[src/rtl/clk_gate_pkg.sv]
// Shared types for the output clock gating and power-down sequencer.
package clk_gate_pkg;

    // Sequencer states
    typedef enum logic [1:0] {
        SEQ_RUN  = 2'd0,  // outputs follow their gates
        SEQ_STOP = 2'd1,  // gates closing, sources still on
        SEQ_OFF  = 2'd2,  // sources disabled, all outputs low
        SEQ_WAKE = 2'd3   // sources on, counting reference edges
    } seq_state_t;

endpackage

[src/rtl/pd_sync.sv]
// Multi-flop synchronizer for the asynchronous active-low power-down input.
// Assumes the input may change at any time; it resets to the inactive (high) level.
module pd_sync #(
    parameter int STAGES = 2
) (
    input  logic clk,
    input  logic rst_n,
    input  logic async_n,
    output logic sync_n
);

    logic [STAGES-1:0] chain_q;

    // Shift the raw input through the flop chain
    always_ff @(posedge clk) begin
        if (!rst_n) chain_q <= '1;
        else        chain_q <= {chain_q[STAGES-2:0], async_n};
    end

    assign sync_n = chain_q[STAGES-1];

endmodule

[src/rtl/gate_cell.sv]
// Glitch-free gate for one output clock. The gate state may change only
// while the source is low; the output is registered from source AND gate.
// Assumes the source is a level signal sampled on clk.
module gate_cell (
    input  logic clk,
    input  logic rst_n,
    input  logic src,
    input  logic want,
    output logic clk_out,
    output logic open
);

    logic gate_q;
    logic gate_nxt;
    logic out_q;

    // Accept a new gate request only while the source is low
    always_comb gate_nxt = src ? gate_q : want;

    // Hold the gate state and drive the registered output
    always_ff @(posedge clk) begin
        if (!rst_n) begin
            gate_q <= 1'b0;
            out_q  <= 1'b0;
        end else begin
            gate_q <= gate_nxt;
            out_q  <= src & gate_nxt;
        end
    end

    assign clk_out = out_q;
    assign open    = gate_q;

endmodule

[src/rtl/pwr_seq.sv]
// Power-down / power-up sequencer. It closes the gates, waits for all of
// them to close, then turns the sources off. On wake it turns them back on
// and counts reference rising edges before it allows the gates to open.
// Assumes ref_src toggles only while osc_en is high.
module pwr_seq
    import clk_gate_pkg::*;
#(
    parameter int WAKE_EDGES = 16
) (
    input  logic clk,
    input  logic rst_n,
    input  logic pd_sync_n,
    input  logic ref_src,
    input  logic all_closed,
    output logic run,
    output logic osc_en,
    output logic pll_en,
    output logic pd_done
);

    localparam int CNT_W = $clog2(WAKE_EDGES + 1);
    localparam logic [CNT_W-1:0] LAST = CNT_W'(WAKE_EDGES - 1);

    seq_state_t        state_q, state_nxt;
    logic [CNT_W-1:0]  cnt_q;
    logic              ref_q;
    logic              ref_rise;

    // Detect a reference rising edge between samples
    always_comb ref_rise = ref_src & ~ref_q;

    // Next-state decision
    always_comb begin
        state_nxt = state_q;
        case (state_q)
            SEQ_RUN:  if (!pd_sync_n) state_nxt = SEQ_STOP;
            SEQ_STOP: if (all_closed) state_nxt = SEQ_OFF;
            SEQ_OFF:  if (pd_sync_n)  state_nxt = SEQ_WAKE;
            SEQ_WAKE: begin
                if (!pd_sync_n)                    state_nxt = SEQ_STOP;
                else if (ref_rise && cnt_q == LAST) state_nxt = SEQ_RUN;
            end
            default:  state_nxt = SEQ_STOP;
        endcase
    end

    // State, wake counter and reference history registers
    always_ff @(posedge clk) begin
        if (!rst_n) begin
            state_q <= SEQ_WAKE;
            cnt_q   <= '0;
            ref_q   <= 1'b0;
        end else begin
            state_q <= state_nxt;
            ref_q   <= ref_src;
            if (state_q != SEQ_WAKE) cnt_q <= '0;
            else if (ref_rise)       cnt_q <= cnt_q + 1'b1;
        end
    end

    assign run     = (state_q == SEQ_RUN);
    assign osc_en  = (state_q != SEQ_OFF);
    assign pll_en  = (state_q != SEQ_OFF);
    assign pd_done = (state_q == SEQ_OFF);

endmodule

[src/rtl/clk_gate_seq.sv]
// Top of the output clock gating and power-down sequencer. One gate cell
// per output; each gate's request combines its enable bit, the stop
// controls selected by the mask parameters, and the sequencer run flag.
// Assumes all sources are level signals sampled on clk.
module clk_gate_seq #(
    parameter int               N_OUT       = 8,
    parameter logic [N_OUT-1:0] CPU_MASK    = 8'b0000_0111,
    parameter logic [N_OUT-1:0] PCI_MASK    = 8'b0011_0000,
    parameter int               REF_IDX     = 7,
    parameter int               WAKE_EDGES  = 16,
    parameter int               SYNC_STAGES = 2
) (
    input  logic             clk,
    input  logic             rst_n,
    input  logic             pd_n,
    input  logic [N_OUT-1:0] src_clk,
    input  logic [N_OUT-1:0] out_en,
    input  logic             cpu_stop_n,
    input  logic             pci_stop_n,
    input  logic             tri_req,
    output logic [N_OUT-1:0] clk_out,
    output logic             out_oe,
    output logic             osc_en,
    output logic             pll_en,
    output logic             pd_done
);

    logic             pd_s_n;
    logic             run;
    logic [N_OUT-1:0] want;
    logic [N_OUT-1:0] gate_open;
    logic             oe_q;

    pd_sync #(.STAGES(SYNC_STAGES)) u_sync (
        .clk     (clk),
        .rst_n   (rst_n),
        .async_n (pd_n),
        .sync_n  (pd_s_n)
    );

    pwr_seq #(.WAKE_EDGES(WAKE_EDGES)) u_seq (
        .clk        (clk),
        .rst_n      (rst_n),
        .pd_sync_n  (pd_s_n),
        .ref_src    (src_clk[REF_IDX]),
        .all_closed (~|gate_open),
        .run        (run),
        .osc_en     (osc_en),
        .pll_en     (pll_en),
        .pd_done    (pd_done)
    );

    for (genvar i = 0; i < N_OUT; i++) begin : g_out
        // Gate request for this output
        always_comb want[i] = out_en[i] & run
                            & ~(CPU_MASK[i] & ~cpu_stop_n)
                            & ~(PCI_MASK[i] & ~pci_stop_n);

        gate_cell u_gate (
            .clk     (clk),
            .rst_n   (rst_n),
            .src     (src_clk[i]),
            .want    (want[i]),
            .clk_out (clk_out[i]),
            .open    (gate_open[i])
        );
    end

    // Register the driver enable from the tristate request
    always_ff @(posedge clk) begin
        if (!rst_n) oe_q <= 1'b1;
        else        oe_q <= ~tri_req;
    end

    assign out_oe = oe_q;

endmodule

[config.mk]
export PLATFORM = sky130hd
export DESIGN_NAME = clk_gate_seq
export DESIGN_NICKNAME = d
export VERILOG_FILES = /design/src/rtl/clk_gate_pkg.sv /design/src/rtl/pd_sync.sv /design/src/rtl/gate_cell.sv /design/src/rtl/pwr_seq.sv /design/src/rtl/clk_gate_seq.sv
export SDC_FILE = /design/constraint.sdc
export NUM_CORES = 1
export LEC_CHECK = 0
export ABC_AREA = 1
export BUFFER_PORTS_ARGS = -buffer_cell sky130_fd_sc_hd__buf_4
export CORE_MARGIN = 4
export CORE_UTILIZATION = 57
export CTS_BUF_LIST = sky130_fd_sc_hd__clkbuf_8
export CTS_CLUSTER_DIAMETER = 30
export CTS_CLUSTER_SIZE = 30
export DETAILED_ROUTE_END_ITERATION = 10
export GPL_TIMING_DRIVEN = 0
export PLACE_DENSITY = 0.88
export REMOVE_ABC_BUFFERS = 1
export SYNTH_ARGS = -nofsm -noshare
export SYNTH_HDL_FRONTEND = slang
export SYNTH_SLANG_ARGS = --single-unit
export TNS_END_PERCENT = 50
[constraint.sdc]
create_clock -name clk -period 2.7 [get_ports clk]
set_clock_uncertainty 0.15 [all_clocks]
set_input_delay 0.135 -clock clk [delete_from_list [all_inputs] [get_ports clk]]
set_output_delay 0.135 -clock clk [all_outputs]
set_load 0.03 [all_outputs]
==> out/results.tsv <==
stage	metric	value	unit
outcome	status	complete, but fails checks	
outcome	failing checks	hold timing	
critical_path	Critical Path RT	2.76	ns
power	worst vdd ir	0.531	mV
sta	Max Slew Vio Count	0	
clocking	H-tree depth	1	
grt	global-route wire length before repair	4.32	mm
sta	final worst slack	0.702	ns
synth	adder-cell share of the synthesized area	0.0735	
critical_path	Setup Crit Path Kind	flop to flop	
synth	Synthesis Warnings	0	
synth	post-synthesis mux area share	0	
floorplanning	die height	53.7	um
clocking	# resized after CTS	0	
sta	Final TNS setup	0	ns
clocking	hold buffers post-CTS	16	
final_layout	most frequent cells in the layout	33 x buf_4, 27 x dfxtp_1, 25 x nand2_1	
critical_path	Arr. time, crit path	2.06	ns
floorplanning	Initial Util	0.601	
route	drt wl/cell	12.6	um
grt	GR peak layer	met2	
synth	main combinational cell family by area after synthesis	simple AND/OR/NAND/NOR gates	
grt	met3 Use GR	0.0360	
grt	via count of the first global-routing pass	1053	
synth	simple logic cell fraction of the synthesized area	0.227	
placed_design	Detailed Place HPWL	1.79	mm
synth	Post-Syn Area	1190	um2
sta	Slew headroom	0.776	
placed_design	Setup WS pre-CTS	0.957	ns
power	Static Leak	0.764	nW
clocking	CTS Buffer Depth	2	
grt	met1 Resource Use GR	0.203	
grt	initial antenna violation count	0	
synth	Distinct cells, synth	19	
sta	hold_ws	-0.00276	ns
synth	complex-gate fraction of the synthesized area	0.109	
sta	fmax	500	MHz
route	Final ANT Viol Nets	0	
synth	syn_area_per_cell	8.51	um2
synth	Synth Area in XOR/XNOR	0.00735	
final_layout	number of diodes	0	
floorplanning	die area	2890	um2
grt	GR Util met2	0.417	
synth	post-synth top area cell	dfxtp_1	
clocking	Post-CTS Setup Bufs	0	
floorplanning	IO Pins	34	
final_layout	cell area after layout	1600	um2
sta	Tcrit/Tclk final	0.740	
clocking	cts bufs inserted	3	
critical_path	r2r startpoint	u_seq.state_q[0]	
grt	grt total ovfl	0	
min_path	Hold WC Path Type	input pin to flop	
clocking	Clk Latency, worst-skew pair	0.26	ns
critical_path	slowest CP cell	dlygate4sd3_1	
floorplanning	row count	16	
synth	post-synthesis register bit count	27	
critical_path	worst-path maximum fanout	5	
route	Starting DRT DRC Count	16	
synth	largest cells by area after synthesis	dfxtp_1 45%, nand2_1 7.9%, ha_1 7.4%	
final_layout	Synth-to-Final Area Change	34.2	%
final_layout	area taken by multi-input logic gates	497	um2
critical_path	Worst path max stage delay	0.57	ns
synth	Post-Syn Instances	140	
clocking	Root Driver	clkbuf_8	
route	via/cell ratio	4.95	
critical_path	critical path startpoint category	flop	
clocking	CTS clk-pin slew, worst paths	0.09	ns
critical_path	critical path endpoint category	flop	
route	TritonRoute pass-1 iters	5	
clocking	CTS tree	yes	
min_path	HP Start	out_en[5]	
sta	final setup fails	0	
final_layout	layout cells sized above 1	0.268	
floorplanning	Die W	53.7	um
final_layout	Fillers	121	
final_layout	nets@finish	213	
grt	largest net degree at the start of global routing	19	
sta	Final Critical Period	2.00	ns
placed_design	GP Congestion	0.787	
placed_design	Buffers on Ports	33	
critical_path	critical path buffer and inverter count	3	
critical_path	critical-path cell list	inv_1 > ha_1 > nand2_1 > inv_2 > nand2_2 > o32ai_2 > dlygate4sd3_1	
flow_run	MaxCap Viol Count	0	
placed_design	DP Area	1390	um2
power	P per Cell Area	635	nW/um2
route	DRC Markers	0	
synth	top-area cell type share of the netlist area	0.454	
floorplanning	core region area	1980	um2
grt	Tot GR Track Use	0.206	
route	total number of vias	1039	
sta	RSZ-0062 raised after global routing	no	
clocking	CTS sink cnt	27	
sta	worst slew pin tran	0.336	ns
route	routed wire length	2.64	mm
critical_path	critical path startpoint	u_seq.state_q[0]	
synth	post-synthesis sequential area ratio	0.454	
sta	final-report hold violation count	2	
critical_path	CP delay by family, top	buffers and inverters	
final_layout	FF/Latch Area	541	um2
final_layout	commonest non-fill, non-tap cell in the layout	buf_4	
[worst min-delay path, cell delays in order]
cell and delay [ns]:
buf_4 0.11, inv_1 0.06, o32ai_2 0.08
[metal layers]
layer | up-vias | share of wire
li1 | 521 | -
met1 | 488 | 0.39
met2 | 26 | 0.55
met3 | 4 | 0.050
met4 | 0 | 0.011
met5 | - | 0
[metrics by stage]
stage | utilization | hold WS (ns) | total power, W | instances
2_1_floorplan | - | 0.0469 | 0.000669 | 130
3_3_place_gp | 0.703 | 0.153 | 0.000756 | 190
3_5_place_dp | 0.703 | 0.157 | 0.000774 | 190
4_1_cts | 0.807 | 0.000229 | 0.00101 | 210
5_1_grt | 0.807 | 0.00433 | 0.00107 | 210
6_report | 0.807 | -0.00276 | 0.00102 | 210
[Yosys cell counts]
master and instances:
xor2_1 1, a21oi_1 5, nand2_1 25, a21oi_2 1, ha_1 7, o21ai_0 1
nand3_1 8, nor2_1 16, nand2_2 3, dfxtp_1 27, inv_2 2, or2_2 2
o21ai_1 2, nor3_1 3, inv_1 18, buf_6 1, o32ai_2 5, buf_4 9
nand3b_1 4
[where the power goes]
| part | total (W) | switching [W] | internal, W | leakage, nW |
|---|---|---|---|---|
| Sequential | 0.000455 | 0.0000279 | 0.000427 | 0.219 |
| Clock | 0.000220 | 0.000119 | 0.000102 | 0.0269 |
| Combinational | 0.000341 | 0.000204 | 0.000138 | 0.518 |
[cell families (layout without fill, tap and decap cells)]
group	Yosys count	count (layout)
flops	27	27
compound gates	14	14
xor+xnor	1	1
simple gates	61	61
fa+ha+maj	7	7
buf+inv	30	73
[final timing paths]
check	end	slack, ns	cells after the start
hold reg to reg	u_sync.chain_q[1]	0.27	1
setup reg to reg	flop	0.70	7
hold / removal	flop	-0.003	3
setup / recovery	flop	0.70	7
[area by class of cell]
class | instances | area share
inverter | 20 | 0.0469
clock inverter | 1 | 0.00235
timing repair buffer | 49 | 0.255
sequential | 27 | 0.338
tap | 27 | 0.0211
clock buffer | 3 | 0.0258
multi-input combinational | 83 | 0.311
No activity file was read; power rests on OpenSTA's default activity.
